--- src/rtl/txpw_pkg.sv ---
package txpw_pkg;

  typedef enum logic [1:0] {
    ST_IDLE  = 2'd0,
    ST_LEAD  = 2'd1,
    ST_SEND  = 2'd2,
    ST_TRAIL = 2'd3
  } txpw_state_e;

  // Clock cycles covered by a field value counted in ticks.
  function automatic int span_cycles(input int field, input logic long_tick, input int base);
    return field * (long_tick ? 2 * base : base);
  endfunction

endpackage

--- src/rtl/txpw_cfg_latch.sv ---
module txpw_cfg_latch #(
  parameter int FIELD_W   = 3,
  parameter int TICK_BASE = 40,
  parameter int CNT_W     = 10
) (
  input  logic               clk,
  input  logic               rst,
  input  logic               capture,
  input  logic [FIELD_W-1:0] lead_f,
  input  logic [FIELD_W-1:0] trail_f,
  input  logic               sel,
  output logic [CNT_W-1:0]   lead_span,
  output logic [CNT_W-1:0]   trail_span
);
  import txpw_pkg::*;

  logic [FIELD_W-1:0] trail_q;
  logic               sel_q;

  // Lead span is consumed on the capture edge itself, so it comes from live inputs.
  assign lead_span  = CNT_W'(span_cycles(int'(lead_f), sel, TICK_BASE));
  // Trail span is consumed much later, so it comes from the captured copy.
  assign trail_span = CNT_W'(span_cycles(int'(trail_q), sel_q, TICK_BASE));

  always_ff @(posedge clk) begin
    if (rst) begin
      trail_q <= '0;
      sel_q   <= 1'b0;
    end else if (capture) begin
      trail_q <= trail_f;
      sel_q   <= sel;
    end
  end

endmodule

--- src/rtl/txpw_span_timer.sv ---
module txpw_span_timer #(
  parameter int CNT_W = 10
) (
  input  logic             clk,
  input  logic             rst,
  input  logic             load,
  input  logic [CNT_W-1:0] load_val,
  output logic             expired
);
  logic [CNT_W-1:0] cnt_q;

  always_ff @(posedge clk) begin
    if (rst) begin
      cnt_q <= '0;
    end else if (load) begin
      cnt_q <= load_val;
    end else if (cnt_q != '0) begin
      cnt_q <= cnt_q - 1'b1;
    end
  end

  assign expired = (cnt_q == '0);

endmodule

--- src/rtl/txpw_window_seq.sv ---
module txpw_window_seq #(
  parameter int FIELD_W   = 3,
  parameter int TICK_BASE = 40
) (
  input  logic               clk,
  input  logic               rst,
  input  logic               frame_req,
  input  logic               last_bit,
  input  logic [FIELD_W-1:0] lead_cfg,
  input  logic [FIELD_W-1:0] trail_cfg,
  input  logic               tick_sel,
  output logic               pwr_en,
  output logic               data_go,
  output logic               busy
);
  import txpw_pkg::*;

  localparam int TICK_LONG = 2 * TICK_BASE;
  localparam int SPAN_MAX  = ((1 << FIELD_W) - 1) * TICK_LONG;
  localparam int CNT_W     = $clog2(SPAN_MAX + 1);

  txpw_state_e      state_q;
  logic             start;
  logic             tail_go;
  logic             tmr_load;
  logic             tmr_zero;
  logic [CNT_W-1:0] lead_span;
  logic [CNT_W-1:0] trail_span;
  logic [CNT_W-1:0] tmr_val;

  assign start    = frame_req && (state_q == ST_IDLE);
  assign tail_go  = last_bit && (state_q == ST_SEND);
  assign tmr_load = start || tail_go;
  assign tmr_val  = start ? lead_span : trail_span;

  txpw_cfg_latch #(
    .FIELD_W  (FIELD_W),
    .TICK_BASE(TICK_BASE),
    .CNT_W    (CNT_W)
  ) u_cfg (
    .clk       (clk),
    .rst       (rst),
    .capture   (start),
    .lead_f    (lead_cfg),
    .trail_f   (trail_cfg),
    .sel       (tick_sel),
    .lead_span (lead_span),
    .trail_span(trail_span)
  );

  txpw_span_timer #(
    .CNT_W(CNT_W)
  ) u_tmr (
    .clk     (clk),
    .rst     (rst),
    .load    (tmr_load),
    .load_val(tmr_val),
    .expired (tmr_zero)
  );

  always_ff @(posedge clk) begin
    if (rst) begin
      state_q <= ST_IDLE;
      pwr_en  <= 1'b0;
      data_go <= 1'b0;
      busy    <= 1'b0;
    end else begin
      unique case (state_q)
        ST_IDLE: begin
          if (start) begin
            state_q <= ST_LEAD;
            pwr_en  <= 1'b1;
            busy    <= 1'b1;
          end
        end
        ST_LEAD: begin
          if (tmr_zero) begin
            state_q <= ST_SEND;
            data_go <= 1'b1;
          end
        end
        ST_SEND: begin
          if (tail_go) begin
            state_q <= ST_TRAIL;
          end
        end
        ST_TRAIL: begin
          if (tmr_zero) begin
            state_q <= ST_IDLE;
            pwr_en  <= 1'b0;
            data_go <= 1'b0;
            busy    <= 1'b0;
          end
        end
        default: state_q <= ST_IDLE;
      endcase
    end
  end

endmodule

--- config.mk ---
export PLATFORM = sky130hd
export DESIGN_NAME = txpw_window_seq
export DESIGN_NICKNAME = d
export VERILOG_FILES = /design/src/rtl/txpw_pkg.sv /design/src/rtl/txpw_cfg_latch.sv /design/src/rtl/txpw_span_timer.sv /design/src/rtl/txpw_window_seq.sv
export SDC_FILE = /design/constraint.sdc
export NUM_CORES = 1
export LEC_CHECK = 0
export BUFFER_PORTS_ARGS = -buffer_cell sky130_fd_sc_hd__buf_2
export CORE_ASPECT_RATIO = 1.25
export CORE_MARGIN = 8
export CORE_UTILIZATION = 55
export DETAILED_ROUTE_END_ITERATION = 8
export GPL_TIMING_DRIVEN = 0
export HOLD_SLACK_MARGIN = 0.1
export PLACE_DENSITY = 0.75
export SLEW_MARGIN = 30
export SYNTH_ARGS = -nofsm -noshare
export SYNTH_HDL_FRONTEND = slang
export SYNTH_SLANG_ARGS = --single-unit
--- constraint.sdc ---
create_clock -name clk -period 3.04 [get_ports clk]
set_clock_uncertainty 0.15 [all_clocks]
set_input_delay 0.608 -clock clk [delete_from_list [all_inputs] [get_ports clk]]
set_output_delay 0.608 -clock clk [all_outputs]
set_load 0.005 [all_outputs]
==> metrics.log, run 1 <==
INFO  metric worst_ep_required_time = approximately 3.1 ns
INFO  metric via_per_inst = approximately 5.7
INFO  metric worstHoldStart = u_cfg.trail_q[0]$_SDFFE_PP0P_
INFO  metric multi_input_area = 0.001059 sq mm
INFO  metric drt-wirelength-per-cell = 14.34 um
INFO  metric area_taken_by_flip_flops_and_latches = about 360 sq um
INFO  metric grt_max_degree = 11
INFO  metric die_x = 62.62 um
INFO  metric synth_seq_area_share = between 20% and 30%
INFO  metric cts_resized = 0
INFO  metric unrepaired_setup_endpoints_after_global_routing = no
INFO  metric rows = 21
INFO  metric antenna-diode-count = 0
INFO  metric clock-sinks = 18
INFO  metric placeableCoreArea = between 0.002 and 0.003 sq mm
INFO  metric insertion_delay = roughly 0.30 ns
INFO  metric worst-slew-pin-transition = 0.5241 ns
INFO  metric edff_count_synth = 0
INFO  metric dr_vias = around 1300
INFO  metric synth_largest_area_cell = sky130_fd_sc_hd__dfxtp_1
INFO  metric cp.arrival = 2.85 ns
INFO  metric leading_cell_types_in_the_layout_fill_and_taps_excluded = 20 x sky130_fd_sc_hd__ha_1, 18 x sky130_fd_sc_hd__nand2_1, 18 x sky130_fd_sc_hd__dfxtp_1, 15 x sky130_fd_sc_hd__a21oi_1
INFO  metric netlist_instances = between 150 and 200
INFO  metric post_cts.repair.setup_buffers = 0
INFO  metric area_share_of_the_leading_cell_type_in_the_synthesized_netlist = between 20% and 30%
INFO  metric global_route_wire_length_before_repair = about 5.7 mm
INFO  metric design.portCount = 14
INFO  metric whs = about 0.34 ns
INFO  metric ctsLongestPathBuffers = 2
INFO  metric buffer_ports.inserted = 13
INFO  metric regToRegSetupSlack = around 0.28 ns
INFO  metric end_kind = register
INFO  metric vdd_ir_drop_max = around 0.62 mV
INFO  metric antenna_left = 0
INFO  metric number_of_global_route_vias_before_repair = 1347
INFO  metric gp_routability_congestion = a little under 0.8
INFO  metric worst_hold_path_endpoint = u_cfg.trail_q[0]$_SDFFE_PP0P_
INFO  metric initial_utilization = a little under three fifths
INFO  metric max_freq = 361.8 MHz
INFO  metric overflow_after_grt = 0
INFO  metric timing.final.setup_violations = 0
INFO  metric synth_xor_xnor_area_share = roughly 7.6%
INFO  metric path_max_fanout = 7
INFO  metric most_common_flop_cell_mapped_by_yosys = sky130_fd_sc_hd__dfxtp_1
INFO  metric detailedRoute.firstIterationViolations = a little under 60
INFO  metric timing_hold_violations_final = 0
INFO  metric finish.utilization = 63.05%
INFO  metric timing.final.crit_share = around 90%
INFO  metric path_cells = and2_1, or2_2, ha_1, inv_1, fa_1, nand2b_1, a21oi_1, xor2_1, o21ai_0, o2bb2ai_1
INFO  metric placement.cell_area = between 0.0015 and 0.002 sq mm
INFO  metric routed_wirelength = roughly 3.4 mm
INFO  metric drtPass1Iterations = 4
INFO  metric route.detailed.drc = 0
INFO  metric final_layout_size_suffix_gt1_share = around 16%
INFO  metric criticalPathCategory = reg -> reg
INFO  metric post_synthesis_instance_area = 0.001494 sq mm
INFO  metric async_reset_ff_share = 0%
INFO  metric design_power_total = roughly 1.5 mW
INFO  metric buffer_and_inverter_count_on_the_worst_path = 1
INFO  metric yosysWarnings = 0
INFO  metric min_path_cells = 2
INFO  metric cap_viol_max_count = 0
INFO  metric cpLargestDelayFamily = adder cells
INFO  metric synth_simple_gate_area_share = 21.86%
INFO  metric tritoncts.num_buffers = 3
INFO  metric period_minus_slack = roughly 2.8 ns
INFO  metric most_frequent_standard_cell_in_the_layout_excluding_fill_and_tap_cells = sky130_fd_sc_hd__ha_1
INFO  metric outcome = complete, no violations
INFO  metric clock_tree.root_cell = sky130_fd_sc_hd__clkbuf_4
INFO  metric grt_antenna_before_repair = 0
INFO  metric avgSynthCellArea = 8.393 sq um
INFO  metric regToRegEndpoint = u_tmr.cnt_q[9]$_SDFFE_PP0P_
INFO  metric cts_hold_repair.buffers = 0
INFO  metric finish.instance_area = 0.001657 sq mm
INFO  metric timing.critical_path.from_type = register
INFO  metric timing.critical_path.slowest_cell_delay = 0.45 ns
INFO  metric tns = 0 ns
INFO  metric clk_pin_slew = 0.11 ns
INFO  metric num-fill-cells = between 200 and 250
INFO  metric power.leakage = 0.7803 nW
INFO  metric yosys-mux-area-fraction = approximately 3.7%
INFO  metric ys_seq_elements = 18
INFO  metric power_density = about 900 mW/mm^2
INFO  metric area.growth.synth_to_final = 10.89%
INFO  metric worst_slew_margin_rel = around 65%
INFO  metric crit_path_slowest_cell = sky130_fd_sc_hd__fa_1
INFO  metric floorplan.die_area = between 0.004 and 0.005 sq mm
INFO  metric tritoncts = done
INFO  metric yosys.cell_types.count = 47
INFO  metric dp_hpwl = 2.645 mm
INFO  metric largest_cells_by_area_after_synthesis = sky130_fd_sc_hd__dfxtp_1 24%, sky130_fd_sc_hd__ha_1 17%, sky130_fd_sc_hd__a21oi_1 5.0%
INFO  metric final_max_slew_viol_count = 0
INFO  metric die-height = 74.27 um
INFO  metric global_route.usage.total = 14.76%
INFO  metric worst_r2r_path_depth = 10
INFO  metric h-tree-depth = 1
INFO  metric synth_compound_area_share = between 15 and 20%
INFO  metric hold_class = reg -> reg
INFO  metric r2r-start = u_cfg.sel_q$_SDFFE_PP0P_
INFO  metric finalNetCount = roughly 230
INFO  metric post_synth_fa_ha_maj_area_fraction = between 10% and 20%
INFO  metric synth_top_family_by_area = simple AND/OR/NAND/NOR gates
-- worst max path at each step --
stage | depth (start not counted) | startpoint | end | slack [ns]
6_report | 10 | u_cfg.sel_q$_SDFFE_PP0P_ | u_tmr.cnt_q[9]$_SDFFE_PP0P_ | 0.28
5_1_grt | 10 | u_cfg.sel_q$_SDFFE_PP0P_ | u_tmr.cnt_q[9]$_SDFFE_PP0P_ | 0.10
4_1_cts | 10 | u_cfg.sel_q$_SDFFE_PP0P_ | u_tmr.cnt_q[9]$_SDFFE_PP0P_ | 0.29
3_5_place_dp | 11 | tick_sel | u_tmr.cnt_q[9]$_SDFFE_PP0P_ | 0.30
3_3_place_gp | 11 | tick_sel | u_tmr.cnt_q[9]$_SDFFE_PP0P_ | 0.38
2_1_floorplan | 10 | u_cfg.sel_q$_SDFFE_PP0P_ | u_tmr.cnt_q[9]$_SDFFE_PP0P_ | 0.63
-- worst register-to-register path: stages, from the launching register on --
cell,delay [ns]
sky130_fd_sc_hd__dfxtp_1,0.39
sky130_fd_sc_hd__and2_1,0.21
sky130_fd_sc_hd__or2_2,0.30
sky130_fd_sc_hd__ha_1,0.31
sky130_fd_sc_hd__inv_1,0.07
sky130_fd_sc_hd__fa_1,0.45
sky130_fd_sc_hd__nand2b_1,0.16
sky130_fd_sc_hd__a21oi_1,0.14
sky130_fd_sc_hd__xor2_1,0.22
sky130_fd_sc_hd__o21ai_0,0.13
sky130_fd_sc_hd__o2bb2ai_1,0.17
-- flip-flops by register name, summed over array words and instances, names as in the netlist --
| signal | count |
|---|---|
| u_cfg.trail_q | 3 |
| u_tmr.cnt_q | 10 |
| state_q | 2 |
| data_go | 1 |
| busy | 1 |
| u_cfg.sel_q | 1 |
-- final cells by class --
type | count | share of cell area (%)
inverter | 14 | 3.172
tap | 34 | 2.568
sequential | 18 | 21.75
buffer | 7 | 2.492
timing repair buffer | 13 | 3.927
clock buffer | 4 | 2.190
multi-input combinational | 144 | 63.90
-- metrics by stage --
stage | cells | setup slack, ns
global placement | 230 | 0.3848
detailed placement | 230 | 0.2998
global route | 234 | 0.1039
finish | 234 | 0.2763
floorplan | 183 | 0.6333
CTS | 234 | 0.2875
-- synth_stat cells (2+ instances only) --
| cell type | instances |
|---|---|
| sky130_fd_sc_hd__ha_1 | 20 |
| sky130_fd_sc_hd__dfxtp_1 | 18 |
| sky130_fd_sc_hd__nand2_1 | 18 |
| sky130_fd_sc_hd__a21oi_1 | 15 |
| sky130_fd_sc_hd__inv_1 | 14 |
| sky130_fd_sc_hd__nor2_1 | 14 |
| sky130_fd_sc_hd__xor2_1 | 7 |
| sky130_fd_sc_hd__xnor2_1 | 6 |
| sky130_fd_sc_hd__nor3_1 | 5 |
| sky130_fd_sc_hd__clkbuf_1 | 4 |
| sky130_fd_sc_hd__mux2_2 | 4 |
| sky130_fd_sc_hd__nor2b_1 | 4 |
| sky130_fd_sc_hd__a211oi_1 | 3 |
| sky130_fd_sc_hd__a21o_1 | 3 |
| sky130_fd_sc_hd__and2_1 | 3 |
| sky130_fd_sc_hd__nand2b_1 | 3 |
| sky130_fd_sc_hd__nand3_1 | 3 |
| sky130_fd_sc_hd__fa_1 | 2 |
| sky130_fd_sc_hd__o21ai_0 | 2 |
| sky130_fd_sc_hd__o22ai_1 | 2 |
| sky130_fd_sc_hd__or2_2 | 2 |
-- layer usage --
layer / vias up / wire, um / global-route usage [%]
met2: 33 / 1821 / 29.03
met3: 7 / 90 / 2.259
met4: 0 / 61 / 6.091
met5: - / 0 / 0
li1: 660 / - / -
met1: 633 / 1383 / 15.33
-- report_power, final --
part	internal (mW)	switching, mW
clock	0.0730	0.0769
combinational	0.413	0.490
sequential	0.331	0.109
total	0.817	0.677
-- kinds of logic after synthesis --
kind of cell / after synthesis
AOI/OAI and AO/OA: 38
xor gates and xnor gates: 13
adders and majority gates: 22
buffers and inverters: 21
DFF: 18
muxes: 5
other: 1
and+or+nand+nor: 60
Power figures use the tool's default switching activity.
==> run 2: changes to the inputs <==
--- a/config.mk
+++ b/config.mk
@@ -8,7 +8,7 @@
 export BUFFER_PORTS_ARGS = -buffer_cell sky130_fd_sc_hd__buf_2
 export CORE_ASPECT_RATIO = 1.25
 export CORE_MARGIN = 8
-export CORE_UTILIZATION = 55
+export CORE_UTILIZATION = 53
 export DETAILED_ROUTE_END_ITERATION = 8
 export GPL_TIMING_DRIVEN = 0
 export HOLD_SLACK_MARGIN = 0.1
==> constraint.sdc (replaced) <==
create_clock -name clk -period 2.5 [get_ports clk]
set_clock_uncertainty 0.15 [all_clocks]
set_input_delay 0.5 -clock clk [delete_from_list [all_inputs] [get_ports clk]]
set_output_delay 0.5 -clock clk [all_outputs]
set_load 0.005 [all_outputs]
==> metrics.log, run 2 (synthesis gave the netlist of run 1 again) <==
INFO  metric p_clk_share = 8.3% (was 10.0%)
INFO  metric buffer_ports.inserted = 13 (unchanged)
INFO  metric global_route.usage.total = 14.37% (was 14.76%)
INFO  metric placeableCoreArea = 0.002680 sq mm (was 0.002628 sq mm)
INFO  metric clk_pin_slew = 0.10 ns (was 0.11 ns)
INFO  metric antenna-diode-count = 0 (unchanged)
INFO  metric floorplan.die_area = 0.004784 sq mm (was 0.004650 sq mm)
INFO  metric clock_tree.root_cell = sky130_fd_sc_hd__clkbuf_4 (unchanged)
INFO  metric criticalPathCategory = reg -> reg (unchanged)
INFO  metric path_max_fanout = 5 (was 7)
INFO  metric finish.instance_area = 0.001700 sq mm (was 0.001657 sq mm)
INFO  metric cell_internal_pwr = 977.9 uW (was 817.2 uW)
INFO  metric antenna_left = 0 (unchanged)
INFO  metric placement.cell_area = 0.001620 sq mm (unchanged)
INFO  metric power.leakage = 0.7984 nW (was 0.7803 nW)
INFO  metric timing.final.setup_violations = 0 (unchanged)
INFO  metric buffer_and_inverter_count_on_the_worst_path = 1 (unchanged)
INFO  metric net_load_switching_power = 816.6 uW (was 676.8 uW)
INFO  metric path_cells = and2_4, or2_4, ha_4, inv_1, fa_2, nand2b_4, a21oi_2, xor2_1, o21ai_1, o2bb2ai_1 (was and2_1, or2_2, ha_1, inv_1, fa_1, nand2b_1, a21oi_1, xor2_1, o21ai_0, o2bb2ai_1)
INFO  metric cp.arrival = 2.50 ns (was 2.85 ns)
INFO  metric die-height = 75.36 um (was 74.27 um)
INFO  metric leading_cell_types_in_the_layout_fill_and_taps_excluded = 19 x sky130_fd_sc_hd__ha_1, 18 x sky130_fd_sc_hd__nand2_1, 17 x sky130_fd_sc_hd__dfxtp_1 (was 20 x sky130_fd_sc_hd__ha_1, 18 x sky130_fd_sc_hd__nand2_1, 18 x sky130_fd_sc_hd__dfxtp_1, 15 x sky130_fd_sc_hd__a21oi_1)
INFO  metric initial_utilization = 55.74% (was 56.86%)
INFO  metric comb_power_share = 61.9% (was 60.5%)
INFO  metric grt_antenna_before_repair = 0 (unchanged)
INFO  metric worst_ep_required_time = 2.59 ns (was 3.13 ns)
INFO  metric design.portCount = 14 (unchanged)
INFO  metric timing_hold_violations_final = 0 (unchanged)
INFO  metric switching_share = 45.50% (was 45.30%)
INFO  metric unrepaired_setup_endpoints_after_global_routing = no (unchanged)
INFO  metric finish.utilization = 63.45% (was 63.05%)
INFO  metric via_per_inst = 5.686 (was 5.697)
INFO  metric h-tree-depth = 1 (unchanged)
INFO  metric area.growth.synth_to_final = 13.82% (was 10.89%)
INFO  metric finalNetCount = 237 (was 234)
INFO  metric power_density = 1055 mW/mm^2 (was 901.8 mW/mm^2)
INFO  metric cpLargestDelayFamily = adder cells (unchanged)
INFO  metric number_of_global_route_vias_before_repair = 1246 (was 1347)
INFO  metric dr_vias = 1342 (was 1333)
INFO  metric crit_path_slowest_cell = sky130_fd_sc_hd__fa_2 (was sky130_fd_sc_hd__fa_1)
INFO  metric drt-wirelength-per-cell = 14.21 um (was 14.34 um)
INFO  metric dp_hpwl = 2.595 mm (was 2.645 mm)
INFO  metric grt_max_degree = 11 (unchanged)
INFO  metric period_minus_slack = 2.410 ns (was 2.764 ns)
INFO  metric tritoncts.num_buffers = 3 (unchanged)
INFO  metric rows = 21 (unchanged)
INFO  metric insertion_delay = 0.30 ns (about the same)
INFO  metric tritoncts = done (unchanged)
INFO  metric ctsLongestPathBuffers = 2 (unchanged)
INFO  metric die_x = 63.49 um (was 62.62 um)
INFO  metric timing.critical_path.slowest_cell_delay = 0.39 ns (was 0.45 ns)
INFO  metric global_route_wire_length_before_repair = 5.499 mm (was 5.685 mm)
INFO  metric largest_reg_flops = 10 (unchanged)
INFO  metric largest_registers = u_tmr.cnt_q (10), u_cfg.trail_q (3), state_q (2) (unchanged)
INFO  metric timing.final.crit_share = 96.38% (was 90.91%)
INFO  metric pwr-share-seq = 29.8% (was 29.5%)
INFO  metric timing.critical_path.from_type = register (unchanged)
INFO  metric gp_routability_congestion = 0.8124 (was 0.7835)
INFO  metric vdd_ir_drop_max = 0.4832 mV (was 0.6221 mV)
INFO  metric outcome = complete, no violations (unchanged)
INFO  metric final_layout_size_suffix_gt1_share = 19.80% (was 16.00%)
INFO  metric num-fill-cells = 248 (was 241)
INFO  metric final_max_slew_viol_count = 0 (unchanged)
INFO  metric end_kind = register (unchanged)
INFO  metric detailedRoute.firstIterationViolations = 64 (was 58)
INFO  metric cap_viol_max_count = 0 (unchanged)
INFO  metric clock-sinks = 18 (unchanged)
INFO  metric cts_hold_repair.buffers = 0 (unchanged)
INFO  metric most_frequent_standard_cell_in_the_layout_excluding_fill_and_tap_cells = sky130_fd_sc_hd__ha_1 (unchanged)
INFO  metric routed_wirelength = 3.354 mm (was 3.356 mm)
INFO  metric registers.top_by_ff_count = u_tmr.cnt_q (unchanged)
INFO  metric route.detailed.drc = 0 (unchanged)
INFO  metric hold_class = in -> reg (was reg -> reg)
INFO  metric overflow_after_grt = 0 (unchanged)
INFO  metric drtPass1Iterations = 4 (unchanged)
INFO  metric max_freq = 415.0 MHz (was 361.8 MHz)
-- run 2: worst min-delay path: cells and delay by family --
family | cells | cell delay [ns]
AO/OA/AOI/OAI | 1 | 0.05
buffers and inverters | 1 | 0.09
AND/OR/NAND/NOR | 1 | 0.05
-- run 2: path summary, 6_finish.rpt --
kind,from,to,slack [ns],cells past startpoint
setup reg to reg,u_cfg.sel_q$_SDFFE_PP0P_,u_tmr.cnt_q[9]$_SDFFE_PP0P_,0.09,10
hold reg to reg,u_cfg.trail_q[0]$_SDFFE_PP0P_,u_cfg.trail_q[0]$_SDFFE_PP0P_,0.34,2
setup / recovery,u_cfg.sel_q$_SDFFE_PP0P_,u_tmr.cnt_q[9]$_SDFFE_PP0P_,0.09,10
hold / removal,trail_cfg[0],u_cfg.trail_q[0]$_SDFFE_PP0P_,0.28,3
-- run 2: metal layers --
| layer | share of wire [%] | up-vias | wire length, um | global-route usage [%] |
|---|---|---|---|---|
| met4 | 3.8 | 0 | 129 | 8.685 |
| met3 | 4.2 | 15 | 140 | 2.647 |
| li1 | - | 664 | - | - |
| met1 | 41 | 627 | 1364 | 15.46 |
| met2 | 51 | 36 | 1720 | 25.96 |
| met5 | 0 | - | 0 | 0 |
-- run 2: final cells by class --
cell class	count	area (sq um)	area share, %
timing repair buffer	16	87.58	5.151
clock buffer	3	22.52	1.325
inverter	14	52.55	3.091
buffer	7	41.29	2.428
sequential	18	364.1	21.41
multi-input combinational	144	1090	64.09
tap	34	42.54	2.502
-- run 2: repair_timing --
action	4_1_cts	5_1_grt
endpoints found under the setup margin	1	1
gates resized for setup	4	5
buffers inserted	3	0
pin swaps	1	4
-- run 2: per-stage QoR --
stage,setup slack (ns),cells,total power [mW],TNS (ns),hold WS (ns)
floorplan,0.09329,183,1.377,0,0.2902
global placement,-0.07268,230,1.567,-0.07268,0.3107
detailed placement,-0.1059,230,1.606,-0.1059,0.3234
CTS,0.008364,236,1.775,0,0.2776
global route,0.007585,236,1.955,0,0.2780
finish,0.09049,236,1.794,0,0.2823
-- run 2: power by group through the flow --
stage	registers (mW)	logic, mW	clock network (mW)
final	0.535	1.11	0.148
after floorplan	0.513	0.864	0
after detailed placement	0.539	1.07	0
after CTS	0.533	1.09	0.150
after global routing	0.553	1.24	0.161
after global placement	0.528	1.04	0
